[src/rtl/sbus_front_pkg.sv]
package sbus_front_pkg;

    localparam int HOST_AW   = 8;
    localparam int HOST_DW   = 32;
    localparam int BYTE_W    = 8;
    localparam int HI_W      = 7;
    localparam int MODEBIT_W = 4;
    localparam int TADDR_W   = BYTE_W + HI_W;
    localparam int MODE_W    = MODEBIT_W + HI_W;

    localparam logic [HOST_AW-1:0] OFS_CMD  = 8'h08;
    localparam logic [HOST_AW-1:0] OFS_RD   = 8'h10;
    localparam logic [HOST_AW-1:0] OFS_STAT = 8'h14;
    localparam logic [HOST_AW-1:0] OFS_MODE = 8'h1C;

    localparam int DIR_BIT     = 24;
    localparam int ALO_LSB     = 16;
    localparam int OVR_BIT     = 3;

    typedef enum logic [2:0] {
        SEL_NONE,
        SEL_CMD,
        SEL_RD,
        SEL_STAT,
        SEL_MODE
    } reg_sel_e;

    typedef struct packed {
        logic               rd;
        logic [TADDR_W-1:0] addr;
        logic [BYTE_W-1:0]  data;
    } xfer_req_t;

    typedef struct packed {
        logic overrun;
        logic rd_ready;
        logic ready;
        logic busy;
    } stat_t;

    function automatic reg_sel_e decode_ofs(input logic [HOST_AW-1:0] ofs);
        case (ofs)
            OFS_CMD:  return SEL_CMD;
            OFS_RD:   return SEL_RD;
            OFS_STAT: return SEL_STAT;
            OFS_MODE: return SEL_MODE;
            default:  return SEL_NONE;
        endcase
    endfunction

    function automatic xfer_req_t build_req(input logic [HOST_DW-1:0] cmd,
                                            input logic [MODE_W-1:0]  mode);
        xfer_req_t r;
        r.rd   = cmd[DIR_BIT];
        r.addr = {mode[MODE_W-1:MODEBIT_W], cmd[ALO_LSB +: BYTE_W]};
        r.data = cmd[BYTE_W-1:0];
        return r;
    endfunction

endpackage

[src/rtl/sbus_regdec.sv]
module sbus_regdec
    import sbus_front_pkg::*;
(
    input  logic               wr,
    input  logic               rd,
    input  logic [HOST_AW-1:0] addr,
    output reg_sel_e           sel,
    output logic               wr_cmd,
    output logic               wr_stat,
    output logic               wr_mode,
    output logic               rd_data
);
    always_comb begin
        sel     = decode_ofs(addr);
        wr_cmd  = wr && (sel == SEL_CMD);
        wr_stat = wr && (sel == SEL_STAT);
        wr_mode = wr && (sel == SEL_MODE);
        rd_data = rd && (sel == SEL_RD);
    end
endmodule

[src/rtl/sbus_cmd_seq.sv]
module sbus_cmd_seq
    import sbus_front_pkg::*;
(
    input  logic               clk,
    input  logic               rst,
    input  logic               wr_cmd,
    input  logic [HOST_DW-1:0] cmd_word,
    input  logic [MODE_W-1:0]  mode,
    input  logic               ack,
    output logic               busy,
    output logic               accept,
    output logic               reject,
    output logic               done,
    output xfer_req_t          req
);
    assign accept = wr_cmd && !busy;
    assign reject = wr_cmd && busy;
    assign done   = busy && ack;

    always_ff @(posedge clk) begin
        if (rst) begin
            busy <= 1'b0;
            req  <= '0;
        end else if (accept) begin
            busy <= 1'b1;
            req  <= build_req(cmd_word, mode);
        end else if (done) begin
            busy <= 1'b0;
        end
    end
endmodule

[src/rtl/sbus_status_regs.sv]
module sbus_status_regs
    import sbus_front_pkg::*;
(
    input  logic               clk,
    input  logic               rst,
    input  logic               accept,
    input  logic               reject,
    input  logic               done,
    input  logic               done_is_read,
    input  logic [BYTE_W-1:0]  eng_byte,
    input  logic               rd_data,
    input  logic               wr_stat,
    input  logic               wr_mode,
    input  logic [HOST_DW-1:0] wdata,
    output logic               rd_ready,
    output logic               overrun,
    output logic [BYTE_W-1:0]  rd_byte,
    output logic [MODE_W-1:0]  mode
);
    always_ff @(posedge clk) begin
        if (rst) begin
            rd_ready <= 1'b0;
            rd_byte  <= '0;
        end else if (done && done_is_read) begin
            rd_ready <= 1'b1;
            rd_byte  <= eng_byte;
        end else if (accept || rd_data) begin
            rd_ready <= 1'b0;
        end
    end

    always_ff @(posedge clk) begin
        if (rst)
            overrun <= 1'b0;
        else if (reject)
            overrun <= 1'b1;
        else if (wr_stat && wdata[OVR_BIT])
            overrun <= 1'b0;
    end

    always_ff @(posedge clk) begin
        if (rst)
            mode <= '0;
        else if (wr_mode)
            mode <= wdata[MODE_W-1:0];
    end
endmodule

[src/rtl/sbus_host_front.sv]
module sbus_host_front
    import sbus_front_pkg::*;
(
    input  logic               clk,
    input  logic               rst,
    input  logic               host_wr,
    input  logic               host_rd,
    input  logic [HOST_AW-1:0] host_addr,
    input  logic [HOST_DW-1:0] host_wdata,
    output logic [HOST_DW-1:0] host_rdata,
    output logic               req_valid,
    output logic               req_read,
    output logic [TADDR_W-1:0] req_addr,
    output logic [BYTE_W-1:0]  req_wdata,
    input  logic               eng_ack,
    input  logic [BYTE_W-1:0]  eng_rdata
);
    reg_sel_e          sel;
    logic              wr_cmd, wr_stat, wr_mode, rd_data;
    logic              busy, accept, reject, done;
    logic              rd_ready, overrun;
    logic [BYTE_W-1:0] rd_byte;
    logic [MODE_W-1:0] mode;
    xfer_req_t         req;
    stat_t             stat;
    logic [3:0]        stat_vec;

    sbus_regdec u_dec (
        .wr      (host_wr),
        .rd      (host_rd),
        .addr    (host_addr),
        .sel     (sel),
        .wr_cmd  (wr_cmd),
        .wr_stat (wr_stat),
        .wr_mode (wr_mode),
        .rd_data (rd_data)
    );

    sbus_cmd_seq u_seq (
        .clk      (clk),
        .rst      (rst),
        .wr_cmd   (wr_cmd),
        .cmd_word (host_wdata),
        .mode     (mode),
        .ack      (eng_ack),
        .busy     (busy),
        .accept   (accept),
        .reject   (reject),
        .done     (done),
        .req      (req)
    );

    sbus_status_regs u_stat (
        .clk          (clk),
        .rst          (rst),
        .accept       (accept),
        .reject       (reject),
        .done         (done),
        .done_is_read (req.rd),
        .eng_byte     (eng_rdata),
        .rd_data      (rd_data),
        .wr_stat      (wr_stat),
        .wr_mode      (wr_mode),
        .wdata        (host_wdata),
        .rd_ready     (rd_ready),
        .overrun      (overrun),
        .rd_byte      (rd_byte),
        .mode         (mode)
    );

    always_comb begin
        stat.overrun  = overrun;
        stat.rd_ready = rd_ready;
        stat.ready    = !busy;
        stat.busy     = busy;
        stat_vec      = stat;
    end

    always_comb begin
        case (sel)
            SEL_RD:   host_rdata = {{(HOST_DW-BYTE_W){1'b0}}, rd_byte};
            SEL_STAT: host_rdata = {{(HOST_DW-4){1'b0}}, stat_vec};
            SEL_MODE: host_rdata = {{(HOST_DW-MODE_W){1'b0}}, mode};
            default:  host_rdata = '0;
        endcase
    end

    assign req_valid = busy;
    assign req_read  = req.rd;
    assign req_addr  = req.addr;
    assign req_wdata = req.data;
endmodule

[config.mk]
export PLATFORM = sky130hd
export DESIGN_NAME = sbus_host_front
export DESIGN_NICKNAME = d
export VERILOG_FILES = /design/src/rtl/sbus_front_pkg.sv /design/src/rtl/sbus_regdec.sv /design/src/rtl/sbus_cmd_seq.sv /design/src/rtl/sbus_status_regs.sv /design/src/rtl/sbus_host_front.sv
export SDC_FILE = /design/constraint.sdc
export NUM_CORES = 1
export LEC_CHECK = 0
export CELL_PAD_IN_SITES_DETAIL_PLACEMENT = 1
export CELL_PAD_IN_SITES_GLOBAL_PLACEMENT = 1
export CORE_MARGIN = 1
export CORE_UTILIZATION = 33
export CTS_BUF_LIST = sky130_fd_sc_hd__clkbuf_16
export DETAILED_ROUTE_END_ITERATION = 10
export PLACE_DENSITY_LB_ADDON = 0.15
export SLEW_MARGIN = 20
export SYNTH_ARGS = -nofsm -noshare
export SYNTH_HDL_FRONTEND = slang
export SYNTH_HIERARCHICAL = 1
export SYNTH_SLANG_ARGS = --single-unit
export TNS_END_PERCENT = 5
[constraint.sdc]
create_clock -name clk -period 8.1 [get_ports clk]
set_input_delay 2.025 -clock clk [delete_from_list [all_inputs] [get_ports clk]]
set_output_delay 2.025 -clock clk [all_outputs]
set_load 0.05 [all_outputs]
==> metrics.md, run 1 <==
| Metric | Value |
|---|---|
| Status | `finished, final reports clean` |
| Most used DFF post-synth | `dfxtp_1` |
| Max_cap viols | `0` |
| CTS Root Cell | `clkbuf_16` |
| All-Layer GR Usage | `16.1%` |
| Cells after DPL | `419` |
| Slew of the pin with the lowest slew margin | `1000 ps` |
| Mapped Cells | `262` |
| Tcrit/Tclk final | `84.2%` |
| TritonCTS clock tree | `yes` |
| Placed Area | `3210 um2` |
| CTS Buffer Depth | `2` |
| Starting Density | `34.5%` |
| I/O Pins | `110` |
| Initial antenna violation count | `0` |
| Sw Ratio | `22.4%` |
| Slowest CP cell | `clkdlybuf4s50_1` |
| Critical path's largest stage delay | `850 ps` |
| Largest net degree at the start of global routing | `71` |
| Skew-Pair Late Insertion Delay | `270 ps` |
| Vias in the first global route | `2,035` |
| Final min period | `6820 ps` |
| R2R Setup Slk | `6420 ps` |
| Post-route cell area | `3370 um2` |
| Clk pwr share | `44.1%` |
| Relative slew slack | `33.1%` |
| Kind of critical path | `input pin to output port` |
| H-tree lvl count | `2` |
| Cell Chain, Critical Path | `clkdlybuf4s50_1, or3_1, nor3_1, nor3b_4, nand2_1, o21ai_0, clkdlybuf4s50_1` |
| RSZ-0062 raised after global routing | `false` |
| Cell depth of the worst setup path | `7` |
| Post-Synthesis Cell Area | `2510 um2` |
| Area Overhead vs Synth | `33.9%` |
| Final non-filler cell total | `426` |
| Setup bufs post-CTS | `0` |
| R2R Path Start | `u_seq/busy$_SDFFE_PP0P_` |
| Die width | `89.3 um` |
| DR iter-0 viols | `61` |
| Core ar. | `7290 um2` |
| R2r worst-path depth | `4` |
| Clock Skews | `2.46 ps` |
| Final Power | `0.504 mW` |
| Fmax | `147 MHz` |
| Worst VDD drop | `0.0000781 V` |
| Die Span Y | `89.3 um` |
| Crit path arrival time | `4790 ps` |
| Row count | `31` |
| Critical path launch point type | `input pin` |
| Routability cong. | `0.673` |
| Hold Path Class | `flop to flop` |
| Drt first pass iters | `6` |
| Crit path required time | `6080 ps` |
| Synth area leaders | `dfxtp_1 (37%), nand4bb_1 (11%), buf_4 (6.9%)` |
| Asr flop ratio synth | `0%` |
| Clock sinks | `46` |
| Netlist cell types | `36` |
| P_sw | `0.113 mW` |
| HP Start | `u_seq/req[11]$_SDFFE_PP0P_` |
| DR vias/cell | `4.77` |
| Layout cells sized above 1 | `13.8%` |
| Slew Viols, Final | `0` |
| N_diodes | `0` |
| Die ar. | `7970 um2` |
| Hold path depth | `2` |
| Layout Nets | `380` |
| Final count of hold timing violations | `0` |
| Yosys warns | `6` |
| CP bufs+invs | `2` |
| Setup TNS | `0 ps` |
| Critical Path Sink Type | `output port` |
| Syn Area/Cell | `9.59 um2` |
| CP most frequent cell | `clkdlybuf4s50_1` |
| EDFF count, synth | `0` |
| Hold buffer count at CTS | `0` |
| Top delay family on crit path | `simple AND/OR/NAND/NOR gates` |
| CTS clk-pin slew, worst paths | `60 ps` |
| DP HPWL | `4280 um` |
| Register area share after synthesis | `36.6%` |
| Grt total ovfl | `0` |
| Post-Route WL | `6250 um` |
| Yosys top cell area share | `36.6%` |
| DR vias | `2,033` |
| Flop pwr share | `44.9%` |
| WL per Instance | `14.7 um` |
| P_leak | `1.12 nW` |
| First-pass GRT wire length | `9850 um` |
| P_int | `0.391 mW` |
| Logic pwr share | `10.9%` |
| Number of port buffers | `76` |
| Synth Register Bits | `46` |
| Pwr/cell area | `150 nW/um2` |
| Crit path from | `host_addr[5]` |
| Detail Route Antenna Nets | `0` |
| Post-CTS resize count | `0` |
| Final setup violation count | `0` |
| Total CTS buffers | `5` |
| Remaining DRCs | `0` |
| Synth area leader | `dfxtp_1` |
| Worst-path fanout max | `7` |
==> kinds of logic (layout without fill, tap and decap cells) <==
logic type	after synthesis	after routing	share of synthesized area (%)
other	1	21	0.149
and+or+nand+nor	104	104	29.4
AOI/OAI and AO/OA	51	51	15.4
buffers and inverters	45	90	12.5
DFF	46	46	36.6
muxes	15	15	5.97
==> final timing paths <==
path	to
max	host_rdata[2]
min	u_seq/req[11]$_SDFFE_PP0P_
max reg2reg	u_stat/rd_byte[2]$_SDFFE_PP0P_
min reg2reg	u_seq/req[11]$_SDFFE_PP0P_
==> power by group through the flow <==
stage          Clock [mW]  Combinational [mW]  Sequential (mW)
2_1_floorplan           0              0.0397            0.232
5_1_grt             0.241              0.0586            0.226
3_3_place_gp            0              0.0552            0.232
3_5_place_dp            0              0.0554            0.232
6_report            0.222              0.0552            0.226
4_1_cts             0.230              0.0555            0.226
==> flip-flops by register name, indices dropped and copies added (netlist names) <==
signal           flops
u_stat/overrun       1
u_stat/mode         11
u_stat/rd_byte       8
u_seq/req           24
u_seq/busy           1
u_stat/rd_ready      1
==> layer usage <==
metal / wire length [um] / vias up / track usage, %
met5: 0 / - / 0
met4: 15 / 0 / 3.46
met3: 382 / 2 / 3.69
met2: 3140 / 59 / 29.5
met1: 2720 / 962 / 19.0
li1: - / 1010 / -
==> layout make-up <==
cell class | instances | area, um2
clock buffer | 5 | 125
timing repair buffer | 80 | 786
multi-input combinational | 191 | 1370
sequential | 46 | 921
inverter | 3 | 11.3
tap | 99 | 124
fill | 832 | 3930
clock inverter | 2 | 33.8
==> worst min-delay path, delay by kind of cell, from the launching register on <==
| kind | cells | cell delay (ps) |
|---|---|---|
| compound gates | 1 | 50 |
| flops | 1 | 310 |
| simple gates | 1 | 80 |
==> cells in the mapped netlist (5+ instances only) <==
master	instances
dfxtp_1	46
nand2b_1	25
nand4bb_1	24
buf_4	23
o21ai_2	19
nor2_1	17
mux2i_1	15
nand3_1	10
o21ai_0	9
a21oi_1	8
clkbuf_1	8
a21bo_2	7
and2_1	5
nand2_1	5
==> cells in the final DEF, fill, tap and decap left out, types with 3 or more instances in the layout <==
| cell type | n |
|---|---|
| inv_1 | 3 |
| a21oi_1 | 8 |
| conb_1 | 21 |
| nand2b_1 | 25 |
| o21ai_0 | 9 |
| clkbuf_16 | 5 |
| buf_4 | 4 |
| a21bo_2 | 7 |
| and2_1 | 5 |
| mux2i_1 | 15 |
| a22oi_1 | 4 |
| nand4bb_1 | 24 |
| clkdlybuf4s50_1 | 75 |
| nand2_1 | 5 |
| dfxtp_1 | 46 |
| nand3_1 | 10 |
| nor2_1 | 17 |
| o21ai_2 | 19 |
==> metrics by stage <==
step | worst slack [ps] | hold slack [ps] | util, %
5_1_grt | 1070 | 492 | 46.2
4_1_cts | 1250 | 476 | 46.2
2_1_floorplan | 1870 | 460 | -
3_5_place_dp | 1270 | 465 | 44.0
6_report | 1280 | 472 | 46.2
3_3_place_gp | 1290 | 461 | 44.0
Power figures use the tool's default switching activity.
==> inputs of run 2 (changes only) <==
--- a/config.mk
+++ b/config.mk
@@ -8,7 +8,7 @@
 export CELL_PAD_IN_SITES_DETAIL_PLACEMENT = 1
 export CELL_PAD_IN_SITES_GLOBAL_PLACEMENT = 1
 export CORE_MARGIN = 1
-export CORE_UTILIZATION = 33
+export CORE_UTILIZATION = 31
 export CTS_BUF_LIST = sky130_fd_sc_hd__clkbuf_16
 export DETAILED_ROUTE_END_ITERATION = 10
 export PLACE_DENSITY_LB_ADDON = 0.15
==> constraint.sdc (replaced) <==
create_clock -name clk -period 6.9 [get_ports clk]
set_input_delay 1.725 -clock clk [delete_from_list [all_inputs] [get_ports clk]]
set_output_delay 1.725 -clock clk [all_outputs]
set_load 0.05 [all_outputs]
==> metrics.md, run 2 (same netlist as run 1, synthesis figures left out) <==
| Metric | Value |
|---|---|
| Die width | `92.0 um` |
| Skew-Pair Late Insertion Delay | `290 ps` |
| CTS Buffer Depth | `2` |
| Pwr/cell area | `177 nW/um2` |
| DR vias/cell | `4.79` |
| Hold path depth | `2` |
| P_leak | `1.15 nW` |
| Crit path required time | `5180 ps` |
| Kind of critical path | `input pin to output port` |
| Post-Route Utilization | `44.0%` |
| Setup bufs post-CTS | `0` |
| Commonest non-fill, non-tap cells in the layout | `clkdlybuf4s50_1 (71), dfxtp_1 (46), nand2b_1 (25)` |
| Crit path arrival time | `4430 ps` |
| Setup TNS | `0 ps` |
| WL per Instance | `15.2 um` |
| Number of port buffers | `76` |
| Vias in the first global route | `2,065` |
| Largest net degree at the start of global routing | `71` |
| R2r worst-path depth | `4` |
| Critical path launch point type | `input pin` |
| Total CTS buffers | `5` |
| Worst VDD drop | `0.0000863 V` |
| Row count | `32` |
| Most flops, register | `u_seq/req` |
| Detail Route Antenna Nets | `0` |
| Starting Density | `32.4%` |
| Layout cells sized above 1 | `15.5%` |
| Final setup violation count | `0` |
| Post-CTS resize count | `0` |
| Hold Path Class | `flop to flop` |
| R2R Setup Slk | `5220 ps` |
| Remaining DRCs | `0` |
| N_diodes | `0` |
| Die ar. | `8470 um2` |
| Final count of hold timing violations | `0` |
| Routability cong. | `0.669` |
| Grt total ovfl | `0` |
| I/O Pins | `110` |
| Biggest registers after layout | `u_seq/req (24), u_stat/mode (11), u_stat/rd_byte (8)` |
| Core ar. | `7770 um2` |
| Fmax | `163 MHz` |
| Initial antenna violation count | `0` |
| Clock sinks | `46` |
| H-tree lvl count | `2` |
| Relative slew slack | `32.9%` |
| DP HPWL | `4330 um` |
| Layout Nets | `380` |
| All-Layer GR Usage | `15.7%` |
| Worst-path fanout max | `7` |
| Status | `finished, final reports clean` |
| TritonCTS clock tree | `yes` |
| Critical Path Sink Type | `output port` |
| Final min period | `6150 ps` |
| Tcrit/Tclk final | `89.1%` |
| Clock Skews | `5.76 ps` |
| Drt first pass iters | `5` |
| DR iter-0 viols | `59` |
| First-pass GRT wire length | `10,500 um` |
| RSZ-0062 raised after global routing | `false` |
| Slew of the pin with the lowest slew margin | `1010 ps` |
| Filler Cell Count | `903` |
| Post-Route WL | `6520 um` |
| Most common cell after layout, fill and taps aside | `clkdlybuf4s50_1` |
| Area Overhead vs Synth | `36.1%` |
| CTS Root Cell | `clkbuf_16` |
| Die Span Y | `92.0 um` |
| CTS clk-pin slew, worst paths | `60 ps` |
| Max reg flops | `24` |
| Max_cap viols | `0` |
| DR vias | `2,058` |
| Hold buffer count at CTS | `0` |
| Final Power | `0.607 mW` |
| Slew Viols, Final | `0` |
## run 2: cell types whose count changed in the layout (fill, tap and decap cells not counted)
cell,change
inv_6,+1
buf_12,+4
clkinv_1,-1
clkinv_2,+1
clkdlybuf4s50_1,-4
## run 2: worst max-delay path: stages
cell and delay (ps):
clkdlybuf4s50_1 390, or3_1 500, nor3_1 380, nor3b_4 430
and2_1 190, clkdlybuf4s50_1 800
## run 2: metrics by stage
step,worst slack [ps],std cells,area [um2],hold WS [ps]
finish,749,430,3420,476
global route,602,430,3420,493
CTS,728,430,3420,480
detailed placement,742,422,3250,466
global placement,765,422,3250,463
floorplan,1270,282,2590,460
## run 2: worst paths after layout
path,start,end
min,u_seq/req[6]$_SDFFE_PP0P_,u_seq/req[6]$_SDFFE_PP0P_
max,host_addr[5],host_rdata[8]
max reg2reg,u_seq/busy$_SDFFE_PP0P_,u_stat/rd_byte[5]$_SDFFE_PP0P_
min reg2reg,u_seq/req[6]$_SDFFE_PP0P_,u_seq/req[6]$_SDFFE_PP0P_
## run 2: final cells by class
class	count	area (um2)	area share, %
inverters	3	11.3	0.329
clock inverters	3	43.8	1.28
flip-flops and latches	46	921	26.9
multi-input cells	191	1370	39.9
repair buffers	80	826	24.1
clock buffers	5	125	3.66
well taps	102	128	3.73
## run 2: where the power goes
part / switching (mW) / leakage [nW] / internal (mW)
clock network: 0.105 / 0.0842 / 0.172
logic: 0.0390 / 0.694 / 0.0260
registers: 0.000167 / 0.370 / 0.266
## run 2: routing by layer
layer,GRT usage (%),part of all wire [%]
met5,0,0
met4,3.52,0.95
met3,3.07,4.7
met2,27.5,49
met1,19.7,45
==> inputs of run 3 (changes only) <==
--- a/config.mk
+++ b/config.mk
@@ -9,8 +9,10 @@
 export CELL_PAD_IN_SITES_GLOBAL_PLACEMENT = 1
 export CORE_MARGIN = 1
 export CORE_UTILIZATION = 31
-export CTS_BUF_LIST = sky130_fd_sc_hd__clkbuf_16
+export CTS_BUF_LIST = sky130_fd_sc_hd__clkbuf_4 sky130_fd_sc_hd__clkbuf_8 sky130_fd_sc_hd__clkbuf_16
 export DETAILED_ROUTE_END_ITERATION = 10
+export GPL_ROUTABILITY_DRIVEN = 0
+export GPL_TIMING_DRIVEN = 0
 export PLACE_DENSITY_LB_ADDON = 0.15
 export SLEW_MARGIN = 20
 export SYNTH_ARGS = -nofsm -noshare
==> metrics.md, run 3 (same netlist as run 1, synthesis figures left out) <==
| Metric | Value |
|---|---|
| Relative slew slack | `46.9%` |
| R2r worst-path depth | `6` |
| Die width | `92.0 um` |
| Filler Cell Count | `898` |
| Crit path arrival time | `4460 ps` |
| Critical path launch point type | `input pin` |
| Slew of the pin with the lowest slew margin | `790 ps` |
| Reg-to-reg endpoint | `u_stat/rd_byte[2]$_SDFFE_PP0P_` |
| R2R Path Start | `u_seq/busy$_SDFFE_PP0P_` |
| Slew Viols, Final | `0` |
| Most common cell after layout, fill and taps aside | `clkdlybuf4s50_1` |
| Worst VDD drop | `0.0000761 V` |
| I/O Pins | `110` |
| Drt first pass iters | `4` |
| Hold Path Class | `flop to flop` |
| Vias in the first global route | `2,212` |
| TritonCTS clock tree | `yes` |
| Commonest non-fill, non-tap cells in the layout | `clkdlybuf4s50_1 (76), dfxtp_1 (46), nand2b_1 (25)` |
| Critical Path Sink Type | `output port` |
| Clock Skews | `10.1 ps` |
| Row count | `32` |
| Tcrit/Tclk final | `89.7%` |
| DR vias | `2,203` |
| DR vias/cell | `4.71` |
| Max reg flops | `24` |
| Detail Route Antenna Nets | `0` |
| Remaining DRCs | `0` |
| CTS Root Cell | `clkbuf_8` |
| Final count of hold timing violations | `0` |
| H-tree lvl count | `2` |
| R2R Setup Slk | `5140 ps` |
| Post-Route WL | `6760 um` |
| Biggest registers after layout | `u_seq/req (24), u_stat/mode (11), u_stat/rd_byte (8)` |
| CTS clk-pin slew, worst paths | `80 ps` |
| Final WS setup | `712 ps` |
| Post-CTS resize count | `0` |
| Core ar. | `7770 um2` |
| Initial antenna violation count | `0` |
| Place WS | `681 ps` |
| WL per Instance | `14.4 um` |
| Fmax | `162 MHz` |
| Setup bufs post-CTS | `0` |
| Die Span Y | `92.0 um` |
| First-pass GRT wire length | `11,000 um` |
| DP HPWL | `5130 um` |
| Final Power | `0.544 mW` |
| Layout cells sized above 1 | `20.5%` |
| Number of port buffers | `76` |
| Setup TNS | `0 ps` |
| RSZ-0062 raised after global routing | `false` |
| WHS Endpoint | `u_seq/req[10]$_SDFFE_PP0P_` |
| All-Layer GR Usage | `16.5%` |
| Most flops, register | `u_seq/req` |
| Final min period | `6190 ps` |
| Crit path required time | `5180 ps` |
| HP Start | `u_seq/req[10]$_SDFFE_PP0P_` |
| DR iter-0 viols | `63` |
| Final setup violation count | `0` |
| Area Overhead vs Synth | `42.9%` |
| Kind of critical path | `input pin to output port` |
| Max_cap viols | `0` |
| Grt total ovfl | `0` |
| Pwr/cell area | `152 nW/um2` |
| P_leak | `1.28 nW` |
| Hold path depth | `2` |
| Status | `finished, final reports clean` |
| Die ar. | `8470 um2` |
| Layout Nets | `418` |
| Skew-Pair Late Insertion Delay | `310 ps` |
| Worst Hold Slack | `477 ps` |
| Worst-path fanout max | `7` |
| Hold buffer count at CTS | `0` |
| N_diodes | `0` |
| Clock sinks | `46` |
| Starting Density | `32.4%` |
| Total CTS buffers | `5` |
| Largest net degree at the start of global routing | `15` |
| CTS Buffer Depth | `2` |
## run 3: worst max-delay path by stage
stage / start / to / depth (start not counted)
3_3_place_gp: host_addr[5] / host_rdata[3] / 8
3_5_place_dp: host_addr[5] / host_rdata[3] / 8
2_1_floorplan: host_addr[5] / host_rdata[0] / 5
6_report: host_addr[5] / host_rdata[0] / 8
5_1_grt: host_addr[5] / host_rdata[3] / 8
4_1_cts: host_addr[5] / host_rdata[3] / 8
## run 3: layer usage
metal  global-route usage, %  share of wire (%)  routed length (um)
met1                    19.8                 46                3110
met2                    29.2                 47                3200
met3                    3.23                5.3                 356
met4                    5.47                1.4                  96
met5                       0                  0                   0
## run 3: cell type report
type / count / area [um2] / area share, %
plain buffers: 42 / 303 / 8.43
clock buffers: 5 / 68.8 / 1.92
clock inverters: 3 / 40.0 / 1.11
inverters: 3 / 11.3 / 0.313
multi-input cells: 191 / 1360 / 37.9
flip-flops and latches: 46 / 921 / 25.6
well taps: 102 / 128 / 3.55
repair buffers: 76 / 761 / 21.2
## run 3: worst max-delay path, cell delays in order
cell and delay [ps]:
clkdlybuf4s50_1 390, or3_1 360, clkbuf_2 170, nor3_1 340
nor3b_4 420, nand2_1 90, o21ai_0 100, clkdlybuf4s50_1 850
## run 3: power by group
part	internal [mW]	switching, mW	leakage (nW)	total, mW
sequential	0.265	0.000171	0.370	0.266
combinational	0.0356	0.0421	0.850	0.0777
clock	0.107	0.0945	0.0579	0.201
## run 3: stage by stage
step | instance area, um2 | utilization, % | cells
after floorplan | 2590 | - | 282
after global routing | 3590 | 46.2 | 468
after global placement | 3480 | 44.8 | 460
after CTS | 3590 | 46.2 | 468
after detailed placement | 3480 | 44.8 | 460
final | 3590 | 46.2 | 468
